[src/rtl/rcq_pkg.sv]
package rcq_pkg;

    typedef enum logic [1:0] {
        RCQ_IDLE = 2'd0,
        RCQ_SCAN = 2'd1,
        RCQ_DONE = 2'd2
    } rcq_state_e;

endpackage

[src/rtl/rcq_store.sv]
module rcq_store #(
    parameter int DEPTH = 16,
    parameter int EW    = 11,
    parameter int CW    = 5,
    parameter int IW    = 4
) (
    input  logic                      clk,
    input  logic                      rst_n,
    input  logic                      push,
    input  logic [EW-1:0]             push_data,
    input  logic                      pop,
    input  logic                      ins,
    input  logic [IW-1:0]             ins_src,
    input  logic [IW-1:0]             ins_dst,
    output logic [DEPTH-1:0][EW-1:0]  slots,
    output logic [CW-1:0]             count
);

    logic [DEPTH-1:0][EW-1:0] slots_nxt;
    logic [CW-1:0]            count_nxt;
    logic [CW-1:0]            wr_idx;

    assign wr_idx = pop ? (count - CW'(1)) : count;

    always_comb begin
        count_nxt = count;
        if (!ins) begin
            if (pop) begin
                count_nxt = count_nxt - CW'(1);
            end
            if (push) begin
                count_nxt = count_nxt + CW'(1);
            end
        end
    end

    for (genvar g = 0; g < DEPTH; g++) begin : g_slot
        logic [EW-1:0] from_below;
        logic [EW-1:0] from_above;

        if (g > 0) begin : g_lo
            assign from_below = slots[g-1];
        end else begin : g_lo0
            assign from_below = '0;
        end

        if (g < DEPTH-1) begin : g_hi
            assign from_above = slots[g+1];
        end else begin : g_hi0
            assign from_above = '0;
        end

        always_comb begin
            slots_nxt[g] = slots[g];
            if (ins) begin
                if (ins_dst == IW'(g)) begin
                    slots_nxt[g] = slots[ins_src];
                end else if ((IW'(g) > ins_dst) && (IW'(g) <= ins_src)) begin
                    slots_nxt[g] = from_below;
                end
            end else begin
                if (pop) begin
                    slots_nxt[g] = from_above;
                end
                if (push && (wr_idx == CW'(g))) begin
                    slots_nxt[g] = push_data;
                end
            end
        end
    end

    always_ff @(posedge clk) begin
        if (!rst_n) begin
            slots <= '0;
            count <= '0;
        end else begin
            slots <= slots_nxt;
            count <= count_nxt;
        end
    end

endmodule

[src/rtl/rcq_marks.sv]
module rcq_marks #(
    parameter int RANKS = 4,
    parameter int RW    = 2,
    parameter int CW    = 5,
    parameter int IW    = 4
) (
    input  logic                       clk,
    input  logic                       rst_n,
    input  logic                       clr,
    input  logic                       step,
    input  logic [RW-1:0]              step_rank,
    input  logic [IW-1:0]              step_slot,
    input  logic                       dec,
    output logic [RANKS-1:0]           vld,
    output logic [RANKS-1:0][CW-1:0]   mark,
    output logic                       ins,
    output logic [IW-1:0]              ins_dst
);

    logic          own_vld;
    logic [CW-1:0] own_mark;

    assign own_vld  = vld[step_rank];
    assign own_mark = mark[step_rank];
    assign ins      = step && own_vld;
    assign ins_dst  = own_mark[IW-1:0];

    for (genvar g = 0; g < RANKS; g++) begin : g_rank
        logic self_hit;
        assign self_hit = (step_rank == RW'(g));

        always_ff @(posedge clk) begin
            if (!rst_n) begin
                vld[g]  <= 1'b0;
                mark[g] <= '0;
            end else if (clr) begin
                vld[g]  <= 1'b0;
                mark[g] <= '0;
            end else if (step) begin
                if (self_hit) begin
                    if (!vld[g]) begin
                        vld[g]  <= 1'b1;
                        mark[g] <= CW'(step_slot) + CW'(1);
                    end else begin
                        mark[g] <= mark[g] + CW'(1);
                    end
                end else if (vld[g] && own_vld && (mark[g] > own_mark)) begin
                    mark[g] <= mark[g] + CW'(1);
                end
            end else if (dec && vld[g] && (mark[g] != '0)) begin
                mark[g] <= mark[g] - CW'(1);
            end
        end
    end

endmodule

[src/rtl/rcq_tally.sv]
module rcq_tally #(
    parameter int RANKS = 4,
    parameter int RW    = 2,
    parameter int CW    = 5
) (
    input  logic                       clk,
    input  logic                       rst_n,
    input  logic                       add,
    input  logic [RW-1:0]              add_rank,
    input  logic                       add_rd,
    input  logic                       sub,
    input  logic [RW-1:0]              sub_rank,
    input  logic                       sub_rd,
    output logic [RANKS-1:0][CW-1:0]   reads,
    output logic [RANKS-1:0][CW-1:0]   writes
);

    for (genvar g = 0; g < RANKS; g++) begin : g_cnt
        logic add_hit;
        logic sub_hit;

        assign add_hit = add && (add_rank == RW'(g));
        assign sub_hit = sub && (sub_rank == RW'(g));

        always_ff @(posedge clk) begin
            if (!rst_n) begin
                reads[g]  <= '0;
                writes[g] <= '0;
            end else begin
                reads[g]  <= reads[g]  + CW'(add_hit && add_rd)  - CW'(sub_hit && sub_rd);
                writes[g] <= writes[g] + CW'(add_hit && !add_rd) - CW'(sub_hit && !sub_rd);
            end
        end
    end

endmodule

[src/rtl/rank_cluster_rq.sv]
module rank_cluster_rq #(
    parameter int DEPTH  = 16,
    parameter int RANKS  = 4,
    parameter int ADDR_W = 8,
    localparam int RW    = (RANKS > 1) ? $clog2(RANKS) : 1,
    localparam int CW    = $clog2(DEPTH + 1),
    localparam int IW    = (DEPTH > 1) ? $clog2(DEPTH) : 1
) (
    input  logic                      clk,
    input  logic                      rst_n,
    input  logic                      enq_valid,
    output logic                      enq_ready,
    input  logic [RW-1:0]             enq_rank,
    input  logic                      enq_rd,
    input  logic [ADDR_W-1:0]         enq_addr,
    input  logic                      clus_start,
    output logic                      clus_done,
    output logic                      deq_valid,
    input  logic                      deq_pop,
    output logic [RW-1:0]             deq_rank,
    output logic                      deq_rd,
    output logic [ADDR_W-1:0]         deq_addr,
    output logic [RANKS-1:0]          set_vld,
    output logic [RANKS-1:0][CW-1:0]  set_end,
    output logic [RANKS-1:0][CW-1:0]  set_total,
    output logic [RANKS-1:0][CW-1:0]  set_reads,
    output logic [RANKS-1:0][CW-1:0]  set_writes
);

    import rcq_pkg::*;

    localparam int EW = RW + 1 + ADDR_W;

    rcq_state_e               state;
    rcq_state_e               state_nxt;
    logic [CW-1:0]            scan_idx;
    logic [DEPTH-1:0][EW-1:0] q_slots;
    logic [CW-1:0]            q_count;
    logic                     enq_fire;
    logic                     deq_fire;
    logic                     start_take;
    logic                     scan_step;
    logic [RW-1:0]            scan_rank;
    logic                     mv_ins;
    logic [IW-1:0]            mv_dst;
    logic [EW-1:0]            head;

    // state register
    always_ff @(posedge clk) begin
        if (!rst_n) begin
            state    <= RCQ_IDLE;
            scan_idx <= '0;
        end else begin
            state <= state_nxt;
            if (start_take) begin
                scan_idx <= '0;
            end else if (state == RCQ_SCAN) begin
                scan_idx <= scan_idx + CW'(1);
            end
        end
    end

    always_comb begin
        state_nxt = state;
        unique case (state)
            RCQ_IDLE: begin
                if (clus_start) begin
                    state_nxt = (q_count == '0) ? RCQ_DONE : RCQ_SCAN;
                end
            end
            RCQ_SCAN: begin
                if ((scan_idx + CW'(1)) == q_count) begin
                    state_nxt = RCQ_DONE;
                end
            end
            RCQ_DONE: begin
                state_nxt = RCQ_IDLE;
            end
            default: begin
                state_nxt = RCQ_IDLE;
            end
        endcase
    end

    // outputs
    always_comb begin
        enq_ready  = 1'b0;
        deq_valid  = 1'b0;
        clus_done  = 1'b0;
        start_take = 1'b0;
        scan_step  = 1'b0;
        unique case (state)
            RCQ_IDLE: begin
                start_take = clus_start;
                enq_ready  = !clus_start && (q_count < CW'(DEPTH));
                deq_valid  = !clus_start && (q_count != '0);
            end
            RCQ_SCAN: begin
                scan_step = 1'b1;
            end
            RCQ_DONE: begin
                clus_done = 1'b1;
            end
            default: begin
                clus_done = 1'b0;
            end
        endcase
    end

    assign enq_fire  = enq_valid && enq_ready;
    assign deq_fire  = deq_pop && deq_valid;
    assign scan_rank = q_slots[scan_idx[IW-1:0]][EW-1 -: RW];
    assign head      = q_slots[0];
    assign deq_rank  = head[EW-1 -: RW];
    assign deq_rd    = head[ADDR_W];
    assign deq_addr  = head[ADDR_W-1:0];

    rcq_store #(
        .DEPTH (DEPTH),
        .EW    (EW),
        .CW    (CW),
        .IW    (IW)
    ) u_store (
        .clk       (clk),
        .rst_n     (rst_n),
        .push      (enq_fire),
        .push_data ({enq_rank, enq_rd, enq_addr}),
        .pop       (deq_fire),
        .ins       (mv_ins),
        .ins_src   (scan_idx[IW-1:0]),
        .ins_dst   (mv_dst),
        .slots     (q_slots),
        .count     (q_count)
    );

    rcq_marks #(
        .RANKS (RANKS),
        .RW    (RW),
        .CW    (CW),
        .IW    (IW)
    ) u_marks (
        .clk       (clk),
        .rst_n     (rst_n),
        .clr       (start_take || enq_fire),
        .step      (scan_step),
        .step_rank (scan_rank),
        .step_slot (scan_idx[IW-1:0]),
        .dec       (deq_fire),
        .vld       (set_vld),
        .mark      (set_end),
        .ins       (mv_ins),
        .ins_dst   (mv_dst)
    );

    rcq_tally #(
        .RANKS (RANKS),
        .RW    (RW),
        .CW    (CW)
    ) u_tally (
        .clk      (clk),
        .rst_n    (rst_n),
        .add      (enq_fire),
        .add_rank (enq_rank),
        .add_rd   (enq_rd),
        .sub      (deq_fire),
        .sub_rank (deq_rank),
        .sub_rd   (deq_rd),
        .reads    (set_reads),
        .writes   (set_writes)
    );

    for (genvar g = 0; g < RANKS; g++) begin : g_total
        assign set_total[g] = set_reads[g] + set_writes[g];
    end

endmodule

[config.mk]
export PLATFORM = sky130hd
export DESIGN_NAME = rank_cluster_rq
export DESIGN_NICKNAME = d
export VERILOG_FILES = /design/src/rtl/rcq_pkg.sv /design/src/rtl/rcq_store.sv /design/src/rtl/rcq_marks.sv /design/src/rtl/rcq_tally.sv /design/src/rtl/rank_cluster_rq.sv
export SDC_FILE = /design/constraint.sdc
export NUM_CORES = 1
export LEC_CHECK = 0
export ABC_AREA = 1
export BUFFER_PORTS_ARGS = -buffer_cell sky130_fd_sc_hd__buf_4
export CAP_MARGIN = 15
export CORE_UTILIZATION = 41
export DETAILED_ROUTE_END_ITERATION = 16
export MAX_ROUTING_LAYER = met4
export SKIP_LAST_GASP = 1
export SLEW_MARGIN = 15
export SYNTH_ARGS = -nofsm -noshare
export SYNTH_HDL_FRONTEND = slang
export SYNTH_SLANG_ARGS = --single-unit
[constraint.sdc]
create_clock -name clk -period 3.3 [get_ports clk]
set_input_delay 0.165 -clock clk [delete_from_list [all_inputs] [get_ports clk]]
set_output_delay 0.165 -clock clk [all_outputs]
set_load 0.01 [all_outputs]
## Word-level counts from Yosys, hierarchy flattened

Cells that the tools add are included.

- Flip-flop bits (word level): 252
- Input port bits: 16
- Logic and storage cells: 429

- $add $sub $neg: 32
- Magnitude comparators: 39
- Equality and inequality tests: 64
- Mux-type cells: 118
- Bitwise logic cells: 1
- Reductions and logical operators: 140

Operator list:

| cell | number |
|---|---|
| two-way mux 11 bit | 81 |
| two-way mux 5 bit | 24 |
| logical AND 1 bit | 77 |
| != test 3 bit (second input constant) | 20 |
| AND reduction 2 bit | 25 |
| nonzero test 3 bit | 16 |
| binary-select mux 11 bit (select 4 bit) | 1 |
| adder 5 x 1 -> 5 bit | 8 |
| == test 5 x 4 -> 1 bit (second input constant) | 8 |
| subtractor 5 x 1 -> 5 bit | 8 |
| == test 4 bit (second input constant) | 8 |
| greater-than comparator 4 bit (first input constant) | 8 |
| less-or-equal comparator 4 bit (first input constant) | 8 |
| adder 5 x 1 -> 5 bit (second input constant) | 6 |
| nonzero test 5 bit | 5 |
| subtractor 5 x 1 -> 5 bit (second input constant) | 5 |
| adder 5 bit | 4 |
| == test 5 x 3 -> 1 bit (second input constant) | 4 |
| greater-than comparator 5 bit | 4 |
| == test 4 x 3 -> 1 bit (second input constant) | 4 |
| greater-than comparator 3 x 4 -> 1 bit (first input constant) | 4 |
| less-or-equal comparator 3 x 4 -> 1 bit (first input constant) | 4 |
| == test 2 bit (second input constant) | 7 |
| binary-select mux 5 bit (select 2 bit) | 1 |
| other kinds (28) | 54 |

## Longest topological paths before layout

- Word-level depth: 9
- Gate-level depth with buffers: 28
- Gate-level depth less buffers: 26

## By module

Synthesis repeated with hierarchy kept, for this count alone.

- Cell total of the unflattened synthesis: 3968
- Area total of the unflattened synthesis: 22167.5 µm²

Modules (own cells, without submodules):

| module | instances | cells each | area each (µm²) | sequential area each (µm²) |
|---|---|---|---|---|
| rcq_store | 1 | 2887 | 15269.6 | 3623.5 |
| rcq_marks | 1 | 491 | 2824.0 | 480.5 |
| rcq_tally | 1 | 378 | 2681.3 | 800.8 |
| rank_cluster_rq | 1 | 212 | 1392.6 | 140.1 |

## Worst setup path after synthesis

Ideal clock, no wire load.

- Path type: register to register
- From: register u_store.count[0]
- To: register u_tally.writes[19] (netlist name)
- Data arrival time: 2.874 ns
- Required time: 3.172 ns
- Slack: 0.298 ns
- Cell stages (with the launch flop): 20
- Path buffers: 1
- Path through: dfxtp_1 -> inv_1 -> ha_1 -> nand2_1 -> nor2_1 -> nor2_4 -> nand2_4 -> inv_2 -> clkbuf_1 -> nand3_1 -> nor2_1 -> ha_1 -> inv_1 -> ha_1 -> inv_1 -> fa_1 -> nor3_1 -> a211oi_1 -> o21ai_0 -> a21oi_1

RTL lines:

| what | line | text |
|---|---|---|
| start, declared | rcq_store.sv:16 | `output logic [CW-1:0] count` |
| start signal, assigned | rcq_store.sv:78 | `count <= count_nxt;` |
| nonzero test 5 bit | rank_cluster_rq.sv:96 | `deq_valid = !clus_start && (q_count != '0);` |
| logical AND 1 bit | rank_cluster_rq.sv:96 |  |
| two-way mux 1 bit | rank_cluster_rq.sv:92 | `unique case (state)` |
| named net deq_valid | rank_cluster_rq.sv:18 | `output logic deq_valid,` |
| logical AND 1 bit | rank_cluster_rq.sv:111 | `assign deq_fire = deq_pop && deq_valid;` |
| logical AND 1 bit | rcq_tally.sv:23 | `assign sub_hit = sub && (sub_rank == RW'(g));` |
| logical AND 1 bit | rcq_tally.sv:31 | `writes[g] <= writes[g] + CW'(add_hit && !add_rd) - CW'(sub_hit && !sub_rd);` |
| subtractor 5 x 1 -> 5 bit | rcq_tally.sv:31 |  |
| end signal, assigned by index | rcq_tally.sv:31 |  |
| end, declared | rcq_tally.sv:15 | `output logic [RANKS-1:0][CW-1:0] writes` |

The timed path passes the listed nets, and every way through them passes these cells.
A chain may end at the register's enable or synchronous reset.

## Worst setup path in the final report

- From: register scan_idx[0]
- To: register u_store.slots (netlist bit u_store.g_slot[2].from_above[9])

- Word-level cells in the longest chain between the ends: 8

RTL lines:

| what | line | text |
|---|---|---|
| start, declared | rank_cluster_rq.sv:36 | `logic [CW-1:0] scan_idx;` |
| start signal, assigned | rank_cluster_rq.sv:58 | `scan_idx <= scan_idx + CW'(1);` |
| binary-select mux 11 bit (select 4 bit) | rcq_store.sv:57, rank_cluster_rq.sv:112 |  |
| two-way mux 11 bit (not written as such) | rcq_store.sv:57, rank_cluster_rq.sv:112 |  |
| binary-select mux 5 bit (select 2 bit) | rcq_marks.sv:24 | `assign own_mark = mark[step_rank];` |
| two-way mux 5 bit (not written as such) | rcq_marks.sv:24 |  |
| greater-than comparator 2 x 4 -> 1 bit | rcq_store.sv:58 | `end else if ((IW'(g) > ins_dst) && (IW'(g) <= ins_src)) begin` |
| logical AND 1 bit | rcq_store.sv:58 |  |
| != test 3 bit (no line) | n/a |  |
| AND reduction 2 bit (no line) | n/a |  |
| end signal, assigned | rcq_store.sv:77 | `slots <= slots_nxt;` |
| end, declared | rcq_store.sv:15 | `output logic [DEPTH-1:0][EW-1:0] slots,` |

Parallel ways exist; a longest one is shown, timed or not. The select of a mux whose other input is x is not followed.

==> metrics.md <==
| Metric | Value |
|---|---|
| Syn_area_per_cell | around 5.9 um^2 |
| Overflow after GRT | 0 |
| DRC violations left | 0 |
| Core footprint | 51300 um^2 |
| Number of I/O port buffers | ~110 |
| Die W | between 200 and 250 um |
| DP Worst Slack | -0.0516 ns |
| Crit. End Element | flop |
| Detailed placement HPWL | roughly 57000 um |
| Slew HR | a little under a third |
| WL/cell | between 15 and 20 um |
| Synth Area in Compound Gates | between 10% and 20% |
| Antenna violations before repair | 0 |
| Final wirelength | between 70000 and 80000 um |
| Starting Density | a little over 40% |
| Unrepaired setup endpoints after global routing | true |
| Vias in the first global route | between 20000 and 25000 |
| Xor and xnor area share after synthesis | 2.09% |
| CTS tree | done |
| Mapped Cells | between 3000 and 4000 |
| CP max-delay cell | dfxtp_4 |
| Synth Register Bits | between 200 and 300 |
| Seq/Total Area, Yosys | approximately a quarter |
| CTS clk-pin slew, worst paths | approximately 0.06 ns |
| Post-layout min period | about 3.1 ns |
| Total number of vias | between 20000 and 25000 |
| Final Worst Setup Slack | between 0.15 and 0.2 ns |
| Share of layout cells above drive strength 1 | 11.9% |
| CP arrival | around 3.6 ns |
| Fin. Hold Viols | 0 |
| Final period utilization | a little over nine tenths |
| Adder-cell share of the synthesized area | 6.42% |
| Largest stage delay on the critical path | about 0.43 ns |
| Main combinational cell family by area after synthesis | simple AND/OR/NAND/NOR gates |
| Area grow syn2layout | 15.9% |
| Leak | ~0.012 uW |
| Number of diodes | 0 |
| Sink Count | between 200 and 300 |
| Ports | between 100 and 150 |
| CP delay by family, top | buffers and inverters |
| Max Cap Viol | 0 |
| Setup tns final | 0 ns |
| Worst-Skew Late Latency | approximately 0.57 ns |
| Cell type with the largest total area after synthesis | dfxtp_1 |
| Largest net degree at the start of global routing | roughly 200 |
| Total GRT Usage | a little under a third |
| Worst Tran Pin Value | between 1 and 1.5 ns |
| Worst-case vdd ir drop | 0.000445 V |
| Yosys top cell area share | 23.7% |
| Synth unique cells | 56 |
| Pre-antenna DRT Iters | 7 |
| Total power | 21000 uW |
| Routed Antenna Nets | 0 |
| Worst-path fanout max | 62 |
| Cell area after synthesis | 21300 um^2 |
| Routability congestion estimate | 0.991 |
| Clock skew | 0.0180 ns |
| Vias per inst | ~5.3 |
| YS warnings | 0 |
| Hold crit path type | input port to flop |
| Post-synthesis mux area share | 0% |
| Status | finished clean |
| Pins over their slew limit | 0 |
| WP data required | approximately 3.8 ns |
| Design area | between 20000 and 25000 um^2 |
| Num CTS Buffers | 34 |
| Placed cell area | between 20000 and 25000 um^2 |
| Row cnt | 83 |
| Clk root buf | clkbuf_16 |
| CTS max path bufs | 3 |
| Final net count | roughly 3800 |
| Critical Path Source Type | flop |
| Die height | 230 um |
| Setup CP Type | flop to flop |
| Fmax achieved | 319 MHz |
| Die ar. | about 53000 um^2 |
| Post-Syn Nets | ~3700 |
| H-tree depth | 2 |
| Global-route wire length before repair | 124000 um |
| CP cell instances | buf_8 -> nand2_1 -> nand3_1 -> nand2_1 -> nand2_1 -> nand2_2 -> inv_1 -> nand2_2 -> nor2_1 -> buf_4 -> nand2_2 -> nand4_4 -> nor2_4 -> buf_12 -> inv_6 -> buf_12 -> buf_6 -> o21ai_0 -> o21ai_0 -> nor2_1 -> nor2_1 |
| Buf/Inv on CP | 7 |
| Post-Synth Simple-Gate Area | between 30% and 40% |
| Synth top area cells | dfxtp_1, nand2_1, nor2_1 |
| First DRT Iteration DRCs | 2631 |
| Power per cell area | ~850 nW/um^2 |
| Final setup viols | 0 |
cell families after synthesis:
family,Yosys count
adder cells (fa/ha/maj),102
flip-flops,252
AO/OA/AOI/OAI,706
XOR/XNOR,49
AND/OR/NAND/NOR,1893
buffers and inverters,627
flip-flops by register name, summed over array words and instances, names as in the netlist:
| register | cells |
|---|---|
| u_store.g_slot.from_below | 33 |
| u_store.g_slot.from_above | 143 |
| scan_idx | 5 |
| u_marks.vld | 4 |
| state | 2 |
| u_store.count | 5 |
| u_tally.reads | 20 |
| u_tally.writes | 20 |
| u_marks.mark | 20 |
worst reg2reg max path, delay by kind of cell, from the launching register on:
family	cells	cell delay (ns)
simple gates	12	1.06
flops	1	0.43
compound gates	2	0.31
buf+inv	7	1.27
path summary, 6_finish.rpt:
kind / cells past startpoint / start / to / slack, ns
worst min-delay path: 5 / enq_addr[0] / u_store.g_slot[14].from_above[0]$_SDFFE_PN0P_ / 0.03
worst min register to register: 2 / u_store.g_slot[11].from_above[7]$_SDFFE_PN0P_ / u_store.g_slot[11].from_above[7]$_SDFFE_PN0P_ / 0.52
worst max register to register: 21 / scan_idx[0]$_SDFFE_PP0P_ / u_store.g_slot[2].from_above[9]$_SDFFE_PN0P_ / 0.16
worst max-delay path: 21 / scan_idx[0]$_SDFFE_PP0P_ / u_store.g_slot[2].from_above[9]$_SDFFE_PN0P_ / 0.16
cell type report:
| class | instances | area (um^2) |
|---|---|---|
| Tap cell | 680 | 851 |
| Sequential cell | 252 | 5050 |
| Timing Repair Buffer | 277 | 2490 |
| Clock buffer | 49 | 978 |
| Fill cell | 5608 | 26600 |
| Clock inverter | 10 | 131 |
| Multi-Input combinational cell | 2750 | 13700 |
| Inverter | 382 | 1450 |
layout by cell type (no fill, tap or decap), drive strengths merged:
| master | count |
|---|---|
| bufinv | 3 |
| nor2 | 493 |
| nor4 | 8 |
| nand2 | 1122 |
| fa | 12 |
| inv | 379 |
| and2 | 1 |
| or2 | 8 |
| buf | 275 |
| o211ai | 170 |
| a21oi | 267 |
| a31oi | 14 |
| nor3 | 25 |
| o41ai | 1 |
| ha | 90 |
| o21ai | 232 |
| clkinvlp | 1 |
| o2111ai | 1 |
| a211oi | 2 |
| clkinv | 9 |
| xor2 | 37 |
| dlygate4sd3 | 1 |
| o31ai | 2 |
| clkbuf | 50 |
| a22oi | 1 |
| a2111oi | 1 |
| o221ai | 1 |
| xnor2 | 12 |
| o21bai | 3 |
| nand3b | 4 |
| o21a | 4 |
| a21boi | 5 |
| nand3 | 221 |
| nand4 | 11 |
| dfxtp | 252 |
| o22ai | 2 |
metal layers:
metal | up-vias | GRT usage, % | share of wire [%]
met1 | 10700 | 41.1 | 45
met2 | 928 | 45.6 | 44
met3 | 120 | 5.27 | 8.5
met5 | - | - | 0
li1 | 11800 | - | -
met4 | 0 | 9.60 | 2.5
per-stage QoR:
| step | util [%] | instances | hold WS (ns) |
|---|---|---|---|
| after detailed placement | 45.3 | 4333 | 0.509 |
| after global routing | 48.1 | 4400 | 0.0495 |
| after floorplan | - | 3629 | 0.387 |
| final | 48.1 | 4400 | 0.0256 |
| after CTS | 47.6 | 4394 | 0.000575 |
| after global placement | 45.3 | 4333 | 0.503 |
power by group:
group | internal [uW] | total (uW) | switching [uW] | leakage [uW]
sequential | 4040 | 4960 | 920 | 0.00205
clock | 2290 | 3840 | 1550 | 0.000545
combinational | 4480 | 12200 | 7690 | 0.00938
timing repair:
action / 4_1_cts / 5_1_grt
resized for setup: 2 / 47
hold buffers: 1 / 0
setup buffers: 2 / 5
hold endpoints to repair: 3 / 0
setup endpoints to repair: 13 / 198
pin swaps: 1 / 3
cloned: 0 / 1
cell usage after synthesis (all sizes together):
cell type and number:
inv 378, o21bai 3, a21boi 5, or2 8
o31ai 2, a2111oi 1, nor2 493, nor4 8
nand4 11, a31oi 14, buf 146, clkbuf 99
a21oi 267, clkinv 4, nor3 25, o41ai 1
o221ai 1, o211ai 170, o22ai 2, a22oi 1
and2 1, o21a 4, a211oi 2, fa 12
xnor2 12, nand2 1122, dfxtp 252, nand3 221
o2111ai 1, ha 90, o21ai 232, nand3b 4
xor2 37
Note: power is estimated with default switching activity, not from simulation.
